`src/rtl/sysctl_pkg.sv`:
```
package sysctl_pkg;

    typedef enum logic [3:0] {
        RK_BAD,
        RK_ZERO,
        RK_ID,
        RK_LED,
        RK_LOCK,
        RK_CFG1,
        RK_CFG2,
        RK_FSET,
        RK_FCLR,
        RK_NSET,
        RK_NCLR,
        RK_RCTL,
        RK_ONE,
        RK_PROC,
        RK_PROCHI
    } reg_kind_e;

    typedef enum logic {
        RQ_IDLE,
        RQ_FIRE
    } rq_state_e;

endpackage

```
`src/rtl/sysctl_decode.sv`:
```
module sysctl_decode
    import sysctl_pkg::*;
#(
    parameter int ADDR_W = 12
) (
    input  logic [ADDR_W-1:0] addr_i,
    output reg_kind_e         kind_o
);
    localparam int IDX_W = ADDR_W - 2;

    localparam logic [IDX_W-1:0] W_ID     = IDX_W'(0);
    localparam logic [IDX_W-1:0] W_LED    = IDX_W'(2);
    localparam logic [IDX_W-1:0] W_LOCK   = IDX_W'(8);
    localparam logic [IDX_W-1:0] W_CFG1   = IDX_W'(10);
    localparam logic [IDX_W-1:0] W_CFG2   = IDX_W'(11);
    localparam logic [IDX_W-1:0] W_FSET   = IDX_W'(12);
    localparam logic [IDX_W-1:0] W_FCLR   = IDX_W'(13);
    localparam logic [IDX_W-1:0] W_NSET   = IDX_W'(14);
    localparam logic [IDX_W-1:0] W_NCLR   = IDX_W'(15);
    localparam logic [IDX_W-1:0] W_RCTL   = IDX_W'(16);
    localparam logic [IDX_W-1:0] W_ONE    = IDX_W'(17);
    localparam logic [IDX_W-1:0] W_PROC   = IDX_W'(33);
    localparam logic [IDX_W-1:0] W_PROCHI = IDX_W'(34);

    logic [IDX_W-1:0] idx;
    logic             zero_hit;

    assign idx = addr_i[ADDR_W-1:2];

    always_comb begin
        zero_hit = (idx == IDX_W'(1)) || (idx == IDX_W'(9)) ||
                   ((idx >= IDX_W'(3))  && (idx <= IDX_W'(7)))  ||
                   ((idx >= IDX_W'(18)) && (idx <= IDX_W'(32))) ||
                   ((idx >= IDX_W'(35)) && (idx <= IDX_W'(39)));
    end

    always_comb begin
        unique case (idx)
            W_ID:     kind_o = RK_ID;
            W_LED:    kind_o = RK_LED;
            W_LOCK:   kind_o = RK_LOCK;
            W_CFG1:   kind_o = RK_CFG1;
            W_CFG2:   kind_o = RK_CFG2;
            W_FSET:   kind_o = RK_FSET;
            W_FCLR:   kind_o = RK_FCLR;
            W_NSET:   kind_o = RK_NSET;
            W_NCLR:   kind_o = RK_NCLR;
            W_RCTL:   kind_o = RK_RCTL;
            W_ONE:    kind_o = RK_ONE;
            W_PROC:   kind_o = RK_PROC;
            W_PROCHI: kind_o = RK_PROCHI;
            default:  kind_o = zero_hit ? RK_ZERO : RK_BAD;
        endcase
    end

endmodule

```
`src/rtl/sysctl_rstseq.sv`:
```
module sysctl_rstseq
    import sysctl_pkg::*;
(
    input  logic clk,
    input  logic rst_n,
    input  logic fire_i,
    output logic req_o
);
    rq_state_e state_q, state_d;

    always_ff @(posedge clk or negedge rst_n) begin
        if (!rst_n) state_q <= RQ_IDLE;
        else        state_q <= state_d;
    end

    always_comb begin
        unique case (state_q)
            RQ_IDLE: state_d = fire_i ? RQ_FIRE : RQ_IDLE;
            RQ_FIRE: state_d = fire_i ? RQ_FIRE : RQ_IDLE;
            default: state_d = RQ_IDLE;
        endcase
    end

    always_comb begin
        unique case (state_q)
            RQ_FIRE: req_o = 1'b1;
            default: req_o = 1'b0;
        endcase
    end

    // a trigger is followed by the request in the next cycle
    assert_fire_follows_R6: assert property (@(posedge clk) disable iff (!rst_n)
        fire_i |=> req_o);
    // no request without a trigger one cycle earlier
    assert_req_has_cause_R6: assert property (@(posedge clk) disable iff (!rst_n)
        req_o |-> $past(fire_i));

endmodule

```
`src/rtl/sysctl_regs.sv`:
```
module sysctl_regs
    import sysctl_pkg::*;
#(
    parameter int              DATA_W   = 32,
    parameter int              LOCK_W   = 16,
    parameter logic [15:0]     LOCK_KEY = 16'hA05F,
    parameter int              BIT_W    = 5
) (
    input  logic              clk,
    input  logic              rst_n,
    input  logic              por_n,
    input  logic              acc_i,
    input  logic              wr_i,
    input  reg_kind_e         kind_i,
    input  logic [DATA_W-1:0] wdata_i,
    input  logic [DATA_W-1:0] id_i,
    input  logic [DATA_W-1:0] proc_i,
    input  logic              trig_ok_i,
    input  logic [BIT_W-1:0]  trig_bit_i,
    output logic [DATA_W-1:0] rdata_o,
    output logic [DATA_W-1:0] led_o,
    output logic              fire_o
);
    localparam logic [LOCK_W-1:0] KEY_L     = LOCK_W'(LOCK_KEY);
    localparam logic [DATA_W-1:0] KEY_WORD  = DATA_W'(KEY_L);
    localparam logic [LOCK_W-1:0] KEEP_MASK = {1'b0, {(LOCK_W-1){1'b1}}};
    localparam logic [DATA_W-1:0] ONE_WORD  = DATA_W'(1);
    localparam logic [DATA_W-1:0] HI_WORD   = {8'hFF, {(DATA_W-8){1'b0}}};

    logic [DATA_W-1:0] led_q, cfg1_q, cfg2_q, flags_q, nv_q, rlev_q;
    logic [LOCK_W-1:0] lock_q;
    logic [DATA_W-1:0] rd_next;
    logic              wr_en, rd_en, lock_open;

    assign wr_en     = acc_i && wr_i;
    assign rd_en     = acc_i && !wr_i;
    assign lock_open = (lock_q == KEY_L);
    assign led_o     = led_q;

    always_ff @(posedge clk or negedge rst_n) begin
        if (!rst_n) begin
            led_q   <= '0;
            lock_q  <= '0;
            cfg1_q  <= '0;
            cfg2_q  <= '0;
            flags_q <= '0;
            rlev_q  <= '0;
        end else if (wr_en) begin
            unique case (kind_i)
                RK_LED:  led_q   <= wdata_i;
                RK_LOCK: lock_q  <= (wdata_i == KEY_WORD) ? KEY_L
                                    : (wdata_i[LOCK_W-1:0] & KEEP_MASK);
                RK_CFG1: cfg1_q  <= wdata_i;
                RK_CFG2: cfg2_q  <= wdata_i;
                RK_FSET: flags_q <= flags_q | wdata_i;
                RK_FCLR: flags_q <= flags_q & ~wdata_i;
                RK_RCTL: if (trig_ok_i && lock_open) rlev_q <= wdata_i;
                default: ;
            endcase
        end
    end

    always_ff @(posedge clk or negedge por_n) begin
        if (!por_n) begin
            nv_q <= '0;
        end else if (wr_en) begin
            unique case (kind_i)
                RK_NSET: nv_q <= nv_q | wdata_i;
                RK_NCLR: nv_q <= nv_q & ~wdata_i;
                default: ;
            endcase
        end
    end

    assign fire_o = wr_en && (kind_i == RK_RCTL) && trig_ok_i && lock_open
                    && wdata_i[trig_bit_i];

    always_comb begin
        unique case (kind_i)
            RK_ID:     rd_next = id_i;
            RK_LED:    rd_next = led_q;
            RK_LOCK:   rd_next = DATA_W'(lock_q);
            RK_CFG1:   rd_next = cfg1_q;
            RK_CFG2:   rd_next = cfg2_q;
            RK_FSET:   rd_next = flags_q;
            RK_NSET:   rd_next = nv_q;
            RK_RCTL:   rd_next = trig_ok_i ? rlev_q : '0;
            RK_ONE:    rd_next = ONE_WORD;
            RK_PROC:   rd_next = proc_i;
            RK_PROCHI: rd_next = HI_WORD;
            default:   rd_next = '0;
        endcase
    end

    always_ff @(posedge clk or negedge rst_n) begin
        if (!rst_n)     rdata_o <= '0;
        else if (rd_en) rdata_o <= rd_next;
        else            rdata_o <= '0;
    end

    // bit 15 of the lock can only be set by the exact key
    assert_lock_top_bit_R2: assert property (@(posedge clk) disable iff (!rst_n)
        lock_q[LOCK_W-1] |-> (lock_q == KEY_L));
    // set address leaves every written bit set
    assert_flag_set_R3: assert property (@(posedge clk) disable iff (!rst_n)
        (wr_en && kind_i == RK_FSET) |=> ((flags_q & $past(wdata_i)) == $past(wdata_i)));
    // clear address leaves every written bit clear
    assert_flag_clr_R3: assert property (@(posedge clk) disable iff (!rst_n)
        (wr_en && kind_i == RK_FCLR) |=> ((flags_q & $past(wdata_i)) == '0));
    // non-volatile clear address leaves every written bit clear
    assert_nv_clr_R4: assert property (@(posedge clk) disable iff (!rst_n || !por_n)
        (wr_en && kind_i == RK_NCLR) |=> ((nv_q & $past(wdata_i)) == '0));
    // the reset level cannot move while the lock is closed
    assert_rlev_locked_R5: assert property (@(posedge clk) disable iff (!rst_n)
        !lock_open |=> $stable(rlev_q));
    // reset control reads zero on an unsupported variant
    assert_rctl_raz_R7: assert property (@(posedge clk) disable iff (!rst_n)
        (rd_en && kind_i == RK_RCTL && !trig_ok_i) |=> (rdata_o == '0));

endmodule

```
`src/rtl/sysctl_bank.sv`:
```
module sysctl_bank
    import sysctl_pkg::*;
#(
    parameter int          ADDR_W    = 12,
    parameter int          DATA_W    = 32,
    parameter int          LOCK_W    = 16,
    parameter logic [15:0] LOCK_KEY  = 16'hA05F,
    parameter int          VAR_LSB   = 16,
    parameter int          VAR_W     = 12,
    parameter logic [11:0] VAR_OLD   = 12'h100,
    parameter int          OLD_TRIG  = 8,
    parameter logic [11:0] VAR_NEW_A = 12'h178,
    parameter logic [11:0] VAR_NEW_B = 12'h182,
    parameter int          NEW_TRIG  = 2
) (
    input  logic              clk,
    input  logic              rst_n,
    input  logic              por_n,
    input  logic              bus_sel,
    input  logic              bus_wr,
    input  logic [ADDR_W-1:0] bus_addr,
    input  logic [DATA_W-1:0] bus_wdata,
    input  logic [DATA_W-1:0] id_strap,
    input  logic [DATA_W-1:0] proc_strap,
    output logic [DATA_W-1:0] bus_rdata,
    output logic              bad_addr,
    output logic              rst_req,
    output logic [DATA_W-1:0] led_out
);
    localparam int BIT_W = $clog2(DATA_W);

    reg_kind_e        kind;
    logic [VAR_W-1:0] variant;
    logic             trig_ok;
    logic [BIT_W-1:0] trig_bit;
    logic             fire;

    assign variant = id_strap[VAR_LSB +: VAR_W];

    always_comb begin
        if (variant == VAR_W'(VAR_OLD)) begin
            trig_ok  = 1'b1;
            trig_bit = BIT_W'(OLD_TRIG);
        end else if (variant == VAR_W'(VAR_NEW_A) || variant == VAR_W'(VAR_NEW_B)) begin
            trig_ok  = 1'b1;
            trig_bit = BIT_W'(NEW_TRIG);
        end else begin
            trig_ok  = 1'b0;
            trig_bit = '0;
        end
    end

    sysctl_decode #(.ADDR_W(ADDR_W)) u_dec (
        .addr_i (bus_addr),
        .kind_o (kind)
    );

    sysctl_regs #(
        .DATA_W   (DATA_W),
        .LOCK_W   (LOCK_W),
        .LOCK_KEY (LOCK_KEY),
        .BIT_W    (BIT_W)
    ) u_regs (
        .clk        (clk),
        .rst_n      (rst_n),
        .por_n      (por_n),
        .acc_i      (bus_sel),
        .wr_i       (bus_wr),
        .kind_i     (kind),
        .wdata_i    (bus_wdata),
        .id_i       (id_strap),
        .proc_i     (proc_strap),
        .trig_ok_i  (trig_ok),
        .trig_bit_i (trig_bit),
        .rdata_o    (bus_rdata),
        .led_o      (led_out),
        .fire_o     (fire)
    );

    sysctl_rstseq u_seq (
        .clk    (clk),
        .rst_n  (rst_n),
        .fire_i (fire),
        .req_o  (rst_req)
    );

    always_ff @(posedge clk or negedge rst_n) begin
        if (!rst_n) bad_addr <= 1'b0;
        else        bad_addr <= bus_sel && (kind == RK_BAD);
    end

    // the bad-address flag only follows an access
    assert_bad_after_access_R10: assert property (@(posedge clk) disable iff (!rst_n)
        bad_addr |-> $past(bus_sel));
    // an unmapped read returns zero
    assert_bad_reads_zero_R10: assert property (@(posedge clk) disable iff (!rst_n)
        bad_addr |-> (bus_rdata == '0));
    // a request needs a supported variant in the write cycle
    assert_req_variant_R7: assert property (@(posedge clk) disable iff (!rst_n)
        rst_req |-> $past(trig_ok));

endmodule

```
`config.mk`:
```
export PLATFORM = sky130hd
export DESIGN_NAME = sysctl_bank
export DESIGN_NICKNAME = d
export VERILOG_FILES = /design/src/rtl/sysctl_pkg.sv /design/src/rtl/sysctl_decode.sv /design/src/rtl/sysctl_rstseq.sv /design/src/rtl/sysctl_regs.sv /design/src/rtl/sysctl_bank.sv
export SDC_FILE = /design/constraint.sdc
export NUM_CORES = 1
export LEC_CHECK = 0
export ABC_AREA = 1
export BUFFER_PORTS_ARGS = -buffer_cell sky130_fd_sc_hd__buf_2
export CAP_MARGIN = 20
export CORE_MARGIN = 3
export CORE_UTILIZATION = 55
export DETAILED_ROUTE_END_ITERATION = 10
export HOLD_SLACK_MARGIN = 0.06
export PLACE_DENSITY = 0.78
export SETUP_SLACK_MARGIN = 0.4
export SYNTH_ARGS = -nofsm -noshare
export SYNTH_HDL_FRONTEND = slang
export SYNTH_SLANG_ARGS = --single-unit
export TNS_END_PERCENT = 5
```
`constraint.sdc`:
```
create_clock -name clk -period 3.3 [get_ports clk]
set_clock_uncertainty 0.2 [all_clocks]
set_input_delay 0.165 -clock clk [delete_from_list [all_inputs] [get_ports clk]]
set_output_delay 0.165 -clock clk [all_outputs]
set_load 0.1 [all_outputs]
```
**Yosys cells after proc, flatten, opt, wreduce, memory -nomap -nowiden**

Cells that the tools add are included.

- Bitwise logic cells: 5
- Order comparisons: 7
- Multiplexer cells: 16
- Equal/unequal tests: 32
- Reduce and logical (&&, ||, !) cells: 28

Operators with widths:

| cell | number |
|---|---|
| $pmux W32 S11 | 1 |
| $pmux W32 S2 | 2 |
| $eq A10 B4 Y1 const B | 8 |
| $and A32 B32 Y32 | 2 |
| $mux W32 | 2 |
| $or A32 B32 Y32 | 2 |
| $pmux W4 S13 | 1 |
| $eq A12 B9 Y1 const B | 3 |
| $eq A32 B16 Y1 const B | 1 |
| $not A32 Y32 | 1 |
| $eq A4 B4 Y1 const B | 7 |
| $eq A10 B5 Y1 const B | 2 |
| $eq A10 B6 Y1 const B | 2 |
| $le A10 B6 Y1 const B | 2 |
| $eq A16 B16 Y1 const B | 1 |
| $eq A4 B3 Y1 const B | 4 |
| $mux W16 | 1 |
| $reduce_and A2 Y1 | 6 |
| $logic_and A1 B1 Y1 | 11 |
| $eq A10 B1 Y1 const B | 1 |
| $eq A10 B2 Y1 const B | 1 |
| $ge A10 B2 Y1 const B | 1 |
| $ge A10 B5 Y1 const B | 1 |
| $ge A10 B6 Y1 const B | 1 |
| other kinds (13) | 24 |

- Output and inout bits: 66
- Flip-flop bits (word level): 242
- Bits of input ports: 113
- Logic and storage cells: 98

**Depth between registers and ports, before layout**

- Depth after elaboration: 13
- Gate-level depth with buffers: 16
- Depth with buffers taken out: 13

**By module**

Synthesis repeated with hierarchy kept, for this count alone.

- Cells, all modules: 1,529
- Area total of the unflattened synthesis: 11,568.6 µm²

By module, submodules not included:

| module | sequential area each (µm²) | area an instance (µm²) | cells an instance | times used |
|---|---|---|---|---|
| sysctl_regs | 6,005.8 | 11,059.4 | 1,425 | 1 |
| sysctl_decode | 0.0 | 311.5 | 66 | 1 |
| sysctl_bank | 25.0 | 172.7 | 37 | 1 |
| sysctl_rstseq | 25.0 | 25.0 | 1 | 1 |

**Worst setup path after synthesis**

OpenSTA, ideal clock, no wires.

- Kind: input-to-reg
- Start: input bus_addr[5]
- End: register u_regs.rdata_o[0]
- Slack: 1,471 ps
- Path buffers: 3
- Stages: 16
- Setup time: 121 ps
- Data required time: 2,979 ps
- Arrival: 1,508 ps
- Cell sequence: buf_4 > inv_1 > nand2_1 > o21ai_0 > nand2_1 > nand2_1 > inv_1 > nand2_1 > nand2_4 > and2_4 > buf_6 > buf_6 > nand3_2 > nand3b_1 > nor2_1 > nor2_1

- Longest elaborated chain between the ends: 10

RTL lines:

| what | RTL line | RTL |
|---|---|---|
| start, declared | sysctl_bank.sv:21 | `input logic [ADDR_W-1:0] bus_addr,` |
| $ge A10 B2 Y1 (tied with other cells) | sysctl_decode.sv:32 | `((idx >= IDX_W'(3)) && (idx <= IDX_W'(7))) \|\|` |
| $logic_and A1 B1 Y1 or $logic_or A1 B1 Y1 (tied branches) | sysctl_decode.sv:32, sysctl_decode.sv:31 |  |
| $logic_or A1 B1 Y1 | sysctl_decode.sv:31 | `zero_hit = (idx == IDX_W'(1)) \|\| (idx == IDX_W'(9)) \|\|` |
| $logic_or A1 B1 Y1 | sysctl_decode.sv:32 |  |
| $logic_or A1 B1 Y1 | sysctl_decode.sv:33 | `((idx >= IDX_W'(18)) && (idx <= IDX_W'(32))) \|\|` |
| $mux W1 | sysctl_decode.sv:52 | `default: kind_o = zero_hit ? RK_ZERO : RK_BAD;` |
| $pmux W4 S13 (*) | sysctl_decode.sv:38 | `unique case (idx)` |
| $eq A4 B4 Y1 (tied with other cells) | sysctl_regs.sv:79 | `unique case (kind_i)` |
| $pmux W32 S11 (*) | sysctl_regs.sv:79 |  |
| $mux W32 (*) | sysctl_regs.sv:97 | `else if (rd_en) rdata_o <= rd_next;` |
| end signal, assigned | sysctl_regs.sv:97 |  |
| end, declared | sysctl_regs.sv:20 | `output logic [DATA_W-1:0] rdata_o,` |

Mark *: on every way between the ends. The rest lies on a longest branch, timed or not.
A chain may end at the register's enable or synchronous reset.

**Worst setup path in the final report**

- Start: input id_strap[19]
- End: register u_regs.rdata_o[16]

- Longest elaborated chain between the ends: 7

RTL lines:

| what | RTL line | RTL |
|---|---|---|
| start, declared | sysctl_bank.sv:23 | `input logic [DATA_W-1:0] id_strap,` |
| $eq A12 B9 Y1 | sysctl_bank.sv:44 | `end else if (variant == VAR_W'(VAR_NEW_A) \|\| variant == VAR_W'(VAR_NEW_B)) begin` |
| $logic_or A1 B1 Y1 | sysctl_bank.sv:44 |  |
| $mux W1 | sysctl_bank.sv:44 |  |
| $mux W1 (*) | sysctl_bank.sv:41 | `if (variant == VAR_W'(VAR_OLD)) begin` |
| $mux W32 (*) | sysctl_regs.sv:87 | `RK_RCTL: rd_next = trig_ok_i ? rlev_q : '0;` |
| $pmux W32 S11 (*) | sysctl_regs.sv:79 |  |
| $mux W32 (*) | sysctl_regs.sv:97 |  |

Marks and branches as above.

==> metrics.txt <==
status=completed; DR vias/cell=5.78; sequential area share after synthesis=between 50% and 60%; initial antenna violation count=0; r2r setup slk=1.32 ns; drt wl/cell=about 19 um; worst skew pair latency=roughly 0.53 ns; Hold Path Class=in2reg; worst reg2reg endpoint=u_regs.rlev_q[9]; area leader, netlist=dfrtp_1; Static Leak=just over 7 nW; root buffer cell=clkbuf_16; Post-synth top flop=dfrtp_1; Worst setup SP type=primary input; Pins Over Slew Limit=0; Critical Path RT=approximately 3.6 ns; clk sinks=between 200 and 250; global-route wire length before repair=58400 um; worst-case reg-to-reg path depth=5; share of layout cells above drive strength 1=between 15 and 20%; fmax=363 MHz; number of DRC markers in iteration 0=between 1000 and 1500; number of setup buffers added after CTS=0; vias in the first global route=around 11000; Placed Cells=between 1500 and 2000; Rel. slew slack=roughly 39%; crit path DAT=about 3 ns; Final setup violation count=0; max_cap viols=0; Die Y=between 150 and 200 um; num rows=52; Inserted Diodes=0; cts bufs inserted=25; PortBufs=approximately 180; Final Routed Wirelength=37400 um; NumNets Final=1798; worst vdd ir=between 0.0004 and 0.0005 V; Crit. End Element=flop; clk buf depth=3; Yosys top cell area share=around 52%; RSZ-0062 raised after global routing=false; DRT met1 WL=between 10000 and 15000 um; Synth Instances=roughly 1400; Overflow after GRT=0; Synth Warn #=0; Max Used Layer=met4; syn_area_per_cell=slightly above 8 sq um; Post-DRT Antenna Nets=0; ys async rst share=between 90% and 100%; metal2 WL=17600 um; Final Hold Vio Count=0; Tcrit/Tclk final=a little over four fifths; Tot GR Track Use=32.7%; Yosys cell types=41; CTS tree=done; Post-DP HPWL=23300 um; CP Class=in2reg; synthesized cell area=11500 sq um; Tightest Pin Transition=~0.9 ns; Setup crit end=u_regs.rdata_o[16]; largest net degree at the start of global routing=78; initial core utilization=around 56%; Pwr Density=~420 nW/um^2; CP startpoint=id_strap[19]; Worst-path clk slew=~0.060 ns; Core Footprint=between 20000 and 25000 sq um; Setup Total Neg Slack=0 ns; drt pass-1 iters=6; H-tree Lvls=1; min Tclk post-route=2.75 ns; DRC viols=0; worst reg2reg startpoint=u_regs.lock_q[14]; P&R area growth vs syn=25.7%; synthesized flop and latch total=242; # IOs=roughly 180; GPL Wtd Cong=between 0.8 and 0.9; Finished Layout Cells=1969; top post-synthesis cells by area=dfrtp_1 52%, nand2_1 14%, o21ai_0 6.9%, nor2_1 3.4%, inv_1 3.3%; met3 wire length=4020 um; Die X=about 150 um; Synth Net Count=about 1500; die area=roughly 23000 sq um; fillers=roughly 1600; via count=11400; Post-synth EDFFs=0; CP max FO=17
==> placed cells by master (no fill, tap or decap), types with 39 or more instances in the layout <==
cell	netlist	routed
nand2_1	433	430
buf_2	24	175
a21oi_1	39	39
o21ai_0	158	158
nor2_1	105	105
dfrtp_1	242	242
dlygate4sd3_1	0	100
inv_1	100	100
nand3_1	73	73
o21ai_1	43	43
==> synth_stat cells (6+ instances only) <==
cell type	number
o21ai_0	158
clkbuf_1	40
nand4_1	33
nor4_1	6
nand3_1	73
nand2_1	433
nand3_2	10
mux2_2	9
nor3_1	7
dfrtp_1	242
a22oi_1	15
nand3b_1	10
a21oi_1	39
buf_2	24
nor2_1	105
inv_2	6
nand2_2	7
o21ai_1	43
inv_1	100
==> area by class of cell <==
class	count	area [sq um]	share of cell area (%)
clock buffers	36	737	5.08
clock inverters	5	31.3	0.216
inverters	111	417	2.87
multi-input cells	995	4740	32.7
flip-flops and latches	242	6060	41.7
well taps	270	338	2.33
repair buffers	310	2180	15.1
==> worst min path at each step <==
stage / startpoint / endpoint / slack, ns / depth (start not counted)
detailed placement: rst_n / u_regs.rdata_o[25] / 0.03 / 1
global route: id_strap[22] / u_regs.rdata_o[22] / 0.11 / 7
finish: id_strap[22] / u_regs.rdata_o[22] / 0.07 / 7
floorplan: rst_n / async pin / -0.33 / 0
global placement: rst_n / u_regs.rdata_o[25] / 0.04 / 1
CTS: proc_strap[0] / u_regs.rdata_o[0] / 0.06 / 7
==> critical path, stage by stage <==
cell and delay, ns:
dlygate4sd3_1 0.53, buf_2 0.15, nor2_1 0.18, nand3b_1 0.16, inv_1 0.11, nand3_1 0.18, nand2_2 0.44, nand2_1 0.10
nor2_1 0.14, a211oi_1 0.06, a21oi_1 0.20, dlygate4sd3_1 0.60
==> stage by stage <==
step	instance area (sq um)	hold slack (ns)	utilization [%]	setup WS (ns)	power [mW]
floorplan	11500	-0.331	-	1.47	3.16
global placement	12700	0.0411	62.3	0.757	3.35
detailed placement	12700	0.0336	62.3	0.662	3.36
CTS	14500	0.0604	71.0	0.470	6.07
global route	14500	0.114	71.0	0.447	6.22
finish	14500	0.0733	71.0	0.547	6.07
==> cells by family (layout without fill, tap and decap cells) <==
logic type / Yosys count / after routing / synth area share [%]
and+or+nand+nor: 703 / 703 / 26.6
buffers and inverters: 184 / 462 / 6.57
AOI/OAI and AO/OA: 283 / 283 / 13.5
muxes: 9 / 9 / 0.878
DFF: 242 / 242 / 52.5
==> repair_timing <==
item,in CTS,in global routing
hold buffers,100,0
setup endpoints to repair,0,8
endpoints found under the hold margin,460,0
gates resized for setup,0,1
==> where the power goes <==
part,internal [mW],switching [mW]
combinational,0.137,0.241
clock,1.54,1.16
sequential,2.98,0.0112
==> per-layer routing <==
layer | up-vias | track usage, %
li1 | 5184 | -
met1 | 5366 | 43.1
met2 | 698 | 53.3
met3 | 131 | 6.25
met4 | 0 | 13.6
met5 | - | 0
No activity file was read; power rests on OpenSTA's default activity.
